`src/rtl/xing_pkg.sv`:
```
package xing_pkg;

  typedef enum logic [1:0] {
    PH_NS_GO    = 2'd0,
    PH_NS_AMBER = 2'd1,
    PH_EW_GO    = 2'd2,
    PH_EW_AMBER = 2'd3
  } phase_e;

  // lamp bit order: {ns_red, ns_amber, ns_green, ew_red, ew_amber, ew_green}
  localparam logic [5:0] LAMP_NS_GO    = 6'b001_100;
  localparam logic [5:0] LAMP_NS_AMBER = 6'b010_100;
  localparam logic [5:0] LAMP_EW_GO    = 6'b100_001;
  localparam logic [5:0] LAMP_EW_AMBER = 6'b100_010;

  function automatic logic [5:0] lamp_code(phase_e p);
    case (p)
      PH_NS_GO:    return LAMP_NS_GO;
      PH_NS_AMBER: return LAMP_NS_AMBER;
      PH_EW_GO:    return LAMP_EW_GO;
      default:     return LAMP_EW_AMBER;
    endcase
  endfunction

endpackage

```
`src/rtl/phase_timer.sv`:
```
// Counts second ticks since the last clear.
// expire_o pulses on the tick that completes TERM seconds.
module phase_timer #(
  parameter int TERM = 10
) (
  input  logic clk_i,
  input  logic rst_i,
  input  logic clr_i,
  input  logic tick_i,
  output logic expire_o
);
  localparam int W = (TERM > 1) ? $clog2(TERM) : 1;

  logic [W-1:0] cnt_q;
  logic         at_last;

  assign at_last  = (cnt_q == W'(TERM - 1));
  assign expire_o = tick_i & at_last;

  always_ff @(posedge clk_i) begin
    if (rst_i || clr_i) begin
      cnt_q <= '0;
    end else if (tick_i) begin
      cnt_q <= at_last ? '0 : cnt_q + 1'b1;
    end
  end
endmodule

```
`src/rtl/phase_fsm.sv`:
```
// Four-phase loop; each phase listens to exactly one timer.
module phase_fsm
  import xing_pkg::*;
(
  input  logic   clk_i,
  input  logic   rst_i,
  input  logic   main_exp_i,
  input  logic   amber_exp_i,
  output phase_e phase_nxt_o,
  output logic   change_o
);
  phase_e cur_q;

  always_comb begin
    phase_nxt_o = cur_q;
    case (cur_q)
      PH_NS_GO:    if (main_exp_i)  phase_nxt_o = PH_NS_AMBER;
      PH_NS_AMBER: if (amber_exp_i) phase_nxt_o = PH_EW_GO;
      PH_EW_GO:    if (main_exp_i)  phase_nxt_o = PH_EW_AMBER;
      default:     if (amber_exp_i) phase_nxt_o = PH_NS_GO;
    endcase
  end

  assign change_o = (phase_nxt_o != cur_q);

  always_ff @(posedge clk_i) begin
    if (rst_i) cur_q <= PH_NS_GO;
    else       cur_q <= phase_nxt_o;
  end
endmodule

```
`src/rtl/lamp_reg.sv`:
```
// Registered lamp decode, loaded from the next phase so lamps track the state register.
module lamp_reg
  import xing_pkg::*;
(
  input  logic       clk_i,
  input  logic       rst_i,
  input  phase_e     phase_nxt_i,
  output logic [5:0] lamps_o
);
  always_ff @(posedge clk_i) begin
    if (rst_i) lamps_o <= lamp_code(PH_NS_GO);
    else       lamps_o <= lamp_code(phase_nxt_i);
  end
endmodule

```
`src/rtl/xing_phase_ctrl.sv`:
```
module xing_phase_ctrl
  import xing_pkg::*;
#(
  parameter int MAIN_SECS  = 10,
  parameter int AMBER_SECS = 4
) (
  input  logic       clk_i,
  input  logic       rst_i,
  input  logic       tick_i,
  output logic [5:0] lamps_o
);
  localparam int N_TMR = 2;  // index 0: main timer, index 1: amber timer

  logic [N_TMR-1:0] exp_w;
  logic             phase_chg;
  phase_e           phase_nxt;

  for (genvar g = 0; g < N_TMR; g++) begin : g_tmr
    localparam int TERM = (g == 0) ? MAIN_SECS : AMBER_SECS;
    phase_timer #(.TERM(TERM)) u_tmr (
      .clk_i    (clk_i),
      .rst_i    (rst_i),
      .clr_i    (phase_chg),
      .tick_i   (tick_i),
      .expire_o (exp_w[g])
    );
  end

  phase_fsm u_fsm (
    .clk_i       (clk_i),
    .rst_i       (rst_i),
    .main_exp_i  (exp_w[0]),
    .amber_exp_i (exp_w[1]),
    .phase_nxt_o (phase_nxt),
    .change_o    (phase_chg)
  );

  lamp_reg u_lamp (
    .clk_i       (clk_i),
    .rst_i       (rst_i),
    .phase_nxt_i (phase_nxt),
    .lamps_o     (lamps_o)
  );
endmodule

```
`config.mk`:
```
export PLATFORM = sky130hd
export DESIGN_NAME = xing_phase_ctrl
export DESIGN_NICKNAME = d
export VERILOG_FILES = /design/src/rtl/xing_pkg.sv /design/src/rtl/phase_timer.sv /design/src/rtl/phase_fsm.sv /design/src/rtl/lamp_reg.sv /design/src/rtl/xing_phase_ctrl.sv
export SDC_FILE = /design/constraint.sdc
export NUM_CORES = 1
export LEC_CHECK = 0
export ABC_CLOCK_PERIOD_IN_PS = 3900
export BUFFER_PORTS_ARGS = -buffer_cell sky130_fd_sc_hd__buf_2
export CAP_MARGIN = 30
export CORE_UTILIZATION = 40
export CTS_CLUSTER_SIZE = 24
export DETAILED_ROUTE_END_ITERATION = 10
export GPL_TIMING_DRIVEN = 0
export HOLD_SLACK_MARGIN = 0.12
export PLACE_DENSITY = 0.62
export SYNTH_ARGS = -nofsm -noshare
export SYNTH_HDL_FRONTEND = slang
export SYNTH_HIERARCHICAL = 1
export SYNTH_SLANG_ARGS = --single-unit
```
`constraint.sdc`:
```
create_clock -name clk_i -period 3.9 [get_ports clk_i]
set_clock_uncertainty 0.05 [all_clocks]
set_input_delay 0.585 -clock clk_i [delete_from_list [all_inputs] [get_ports clk_i]]
set_output_delay 0.585 -clock clk_i [all_outputs]
set_load 0.03 [all_outputs]
```
==> results.sh <==
export IMPL_place_area_sq_um=626
export IMPL_timing_max_slew_rel_slack_pct=70.4
export IMPL_clock_power_share_pct=38.3
export IMPL_critical_path_endpoint_type="flop"
export IMPL_yosys_warnings=6
export IMPL_grt_start_max_net_pins=16
export IMPL_critPathMaxFanout=6
export IMPL_number_of_instances_in_the_synthesized_netlist=53
export IMPL_synthesis_area_per_instance_sq_um=10.7
export IMPL_drt_drc_violations_left=0
export IMPL_p_switching_w=0.0000560
export IMPL_instances_no_fill=80
export IMPL_cts_hold_repair_buffers=0
export IMPL_rows=13
export IMPL_ant_nets=0
export IMPL_drt_first_pass_iters=3
export IMPL_cts_buffer_depth=2
export IMPL_syn_area_sq_um=567
export IMPL_ys_top_cells_by_area="dfxtp_1, a211oi_2, nand2b_1"
export IMPL_hold_depth=2
export IMPL_numPlacedInstances=76
export IMPL_synth_top_area_cell="dfxtp_1"
export IMPL_setup_viol=0
export IMPL_cell_area_power_density_mw_per_mm2=402
export IMPL_core_area_sq_mm=0.00132
export IMPL_required_ns=4.06
export IMPL_final_layout_size_suffix_gt1_share_pct=29.2
export IMPL_flow_area_growth_from_synthesis_pct=16.8
export IMPL_detail_placement_hpwl_um=597
export IMPL_totalPowerFinal_w=0.000266
export IMPL_max_slew_worst_pin_slew_ns=0.441
export IMPL_power_share_combinational_pct=5.4
export IMPL_clk_lat_worst_skew_ns=0.27
export IMPL_synth_most_common_cell="dfxtp_1"
export IMPL_leak_pwr_nw=0.289
export IMPL_cts_inserted_buffers=3
export IMPL_detailedRoute_firstIterationViolations=3
export IMPL_internal_power_w=0.000210
export IMPL_synth_distinct_cells=27
export IMPL_routedWlPerCell_um=10.6
export IMPL_io_buffer_count=8
export IMPL_h_tree_depth_reported_by_cts=1
export IMPL_total_congestion_overflow_after_global_routing=0
export IMPL_syn_nets=57
export IMPL_clkTransAtPathRegs_ns=0.09
export IMPL_critical_path_arrival_ns=1.65
export IMPL_postCtsSetupRepairBufs=0
export IMPL_fin_area_sq_um=662
export IMPL_p_sw_share_pct=21.0
export IMPL_wire_length_of_the_first_global_routing_pass_um=1420
export IMPL_die_w_um=39.6
export IMPL_vias=396
export IMPL_ys_seq_area_share_pct=49.4
export IMPL_synth_commonest_cells="dfxtp_1, nand2_1, nand2b_1"
export IMPL_design_portCount=9
export IMPL_fin_tns_setup_ns=0
export IMPL_chipHeight_um=39.6
export IMPL_drv_slew=0
export IMPL_drt_wl_total_um=849
export IMPL_die_area_sq_mm=0.00157
export IMPL_ys_seq_elements=14
export IMPL_synth_edff_count=0
export IMPL_power_share_sequential_pct=56.4
export IMPL_globalplace_congestion=0.624
export IMPL_postSynth_topFlopCell="dfxtp_1"
export IMPL_initial_core_util_pct=43.0
export IMPL_asyncSetResetFlopFracSynth_pct=0
export IMPL_outcome="finished clean"
export IMPL_rsz0062_at_grt="no"
export IMPL_root_buffer="clkbuf_4"
export IMPL_total_global_route_track_usage_pct=13.8
export IMPL_cts_resized=0
export IMPL_yosysTopAreaCellShare_pct=49.4
export IMPL_clock_fmax_mhz=670
export IMPL_antenna_diode_count=0
export IMPL_via_per_inst=4.95
export IMPL_initial_antenna_violation_count=0
export IMPL_vdd_drop_max_uv=154
export IMPL_fin_crit_share_pct=38.3
export IMPL_cts_sinks=14
export IMPL_layout_nets=70
export IMPL_min_path_type="reg2reg"
export IMPL_cap_viol_max_count=0
export IMPL_cts_tree="done"
export IMPL_via_count_of_the_first_global_routing_pass=345
export IMPL_hold_violations=0
export IMPL_timing_reg2reg_worst_path_depth=5
export IMPL_min_period_ns=1.49
export IMPL_worst_setup_path_start_kind="flop"
export IMPL_worstSetupPathType="reg2reg"
[layout by cell type, fill, tap and decap left out, types with 2 or more instances in the layout]
cell type  Yosys  routed
dfxtp_1       14      14
buf_2          0       8
nand2_1        4       4
nand2b_1       4       4
clkbuf_4       0       3
nor3_1         3       3
nor3b_1        2       2
xnor2_1        2       2
a211oi_2       2       2
nor2b_1        2       2
o21ai_0        2       2
[registers in the layout, summed over array words and instances, names as in the netlist]
| name | cells |
|---|---|
| u_lamp/lamps_o | 6 |
| u_fsm/cur_q | 2 |
| g_tmr.u_tmr/cnt_q | 6 |
[critical path, stage by stage (launching register included)]
cell and delay (ns):
dfxtp_1 0.36, ha_1 0.16, and2_1 0.14, nand2_1 0.10, xnor2_1 0.39, nor3b_2 0.23
[through the flow]
stage	hold WS, ns	util (%)	setup slack, ns
6_report	0.459	50.2	2.41
5_1_grt	0.497	50.2	2.28
4_1_cts	0.459	50.2	2.38
3_5_place_dp	0.443	47.5	2.13
3_3_place_gp	0.438	47.5	2.17
2_1_floorplan	0.404	-	2.51
[layout make-up]
| cell class | count | area [sq um] |
|---|---|---|
| clock buffer | 4 | 36.3 |
| tap | 15 | 18.8 |
| timing repair buffer | 8 | 40.0 |
| multi-input combinational | 39 | 287 |
| fill | 133 | 656 |
| sequential | 14 | 280 |
[metal layers]
layer	wire length, um	vias up	global-route usage (%)
met5	0	-	0
met4	14	0	10.3
met3	17	2	3.41
met2	365	4	20.1
met1	452	182	17.2
li1	-	208	-
[path summary, 6_finish.rpt]
check,slack [ns],endpoint,startpoint
hold reg to reg,0.46,g_tmr[0].u_tmr/cnt_q[3]$_SDFFE_PP0P_,g_tmr[0].u_tmr/cnt_q[3]$_SDFFE_PP0P_
setup / recovery,2.41,u_lamp/lamps_o[0]$_SDFF_PP0_,g_tmr[1].u_tmr/cnt_q[0]$_SDFFE_PP0P_
hold / removal,0.46,g_tmr[0].u_tmr/cnt_q[3]$_SDFFE_PP0P_,g_tmr[0].u_tmr/cnt_q[3]$_SDFFE_PP0P_
setup reg to reg,2.41,u_lamp/lamps_o[0]$_SDFF_PP0_,g_tmr[1].u_tmr/cnt_q[0]$_SDFFE_PP0P_
[power groups by stage]
stage	Clock, W	Sequential, W	Combinational (W)
after floorplan	0	0.000153	0.00000944
after global placement	0	0.000153	0.0000142
after detailed placement	0	0.000153	0.0000146
after CTS	0.000106	0.000150	0.0000145
after global routing	0.000112	0.000151	0.0000164
final	0.000102	0.000150	0.0000143
[cell families after synthesis]
family | Yosys count | synth area share (%)
AOI/OAI and AO/OA | 7 | 9.71
adders and majority gates | 1 | 2.21
xor gates and xnor gates | 3 | 4.64
muxes | 2 | 4.41
DFF | 14 | 49.4
and+or+nand+nor | 26 | 29.6
No activity file was read; power rests on OpenSTA's default activity.
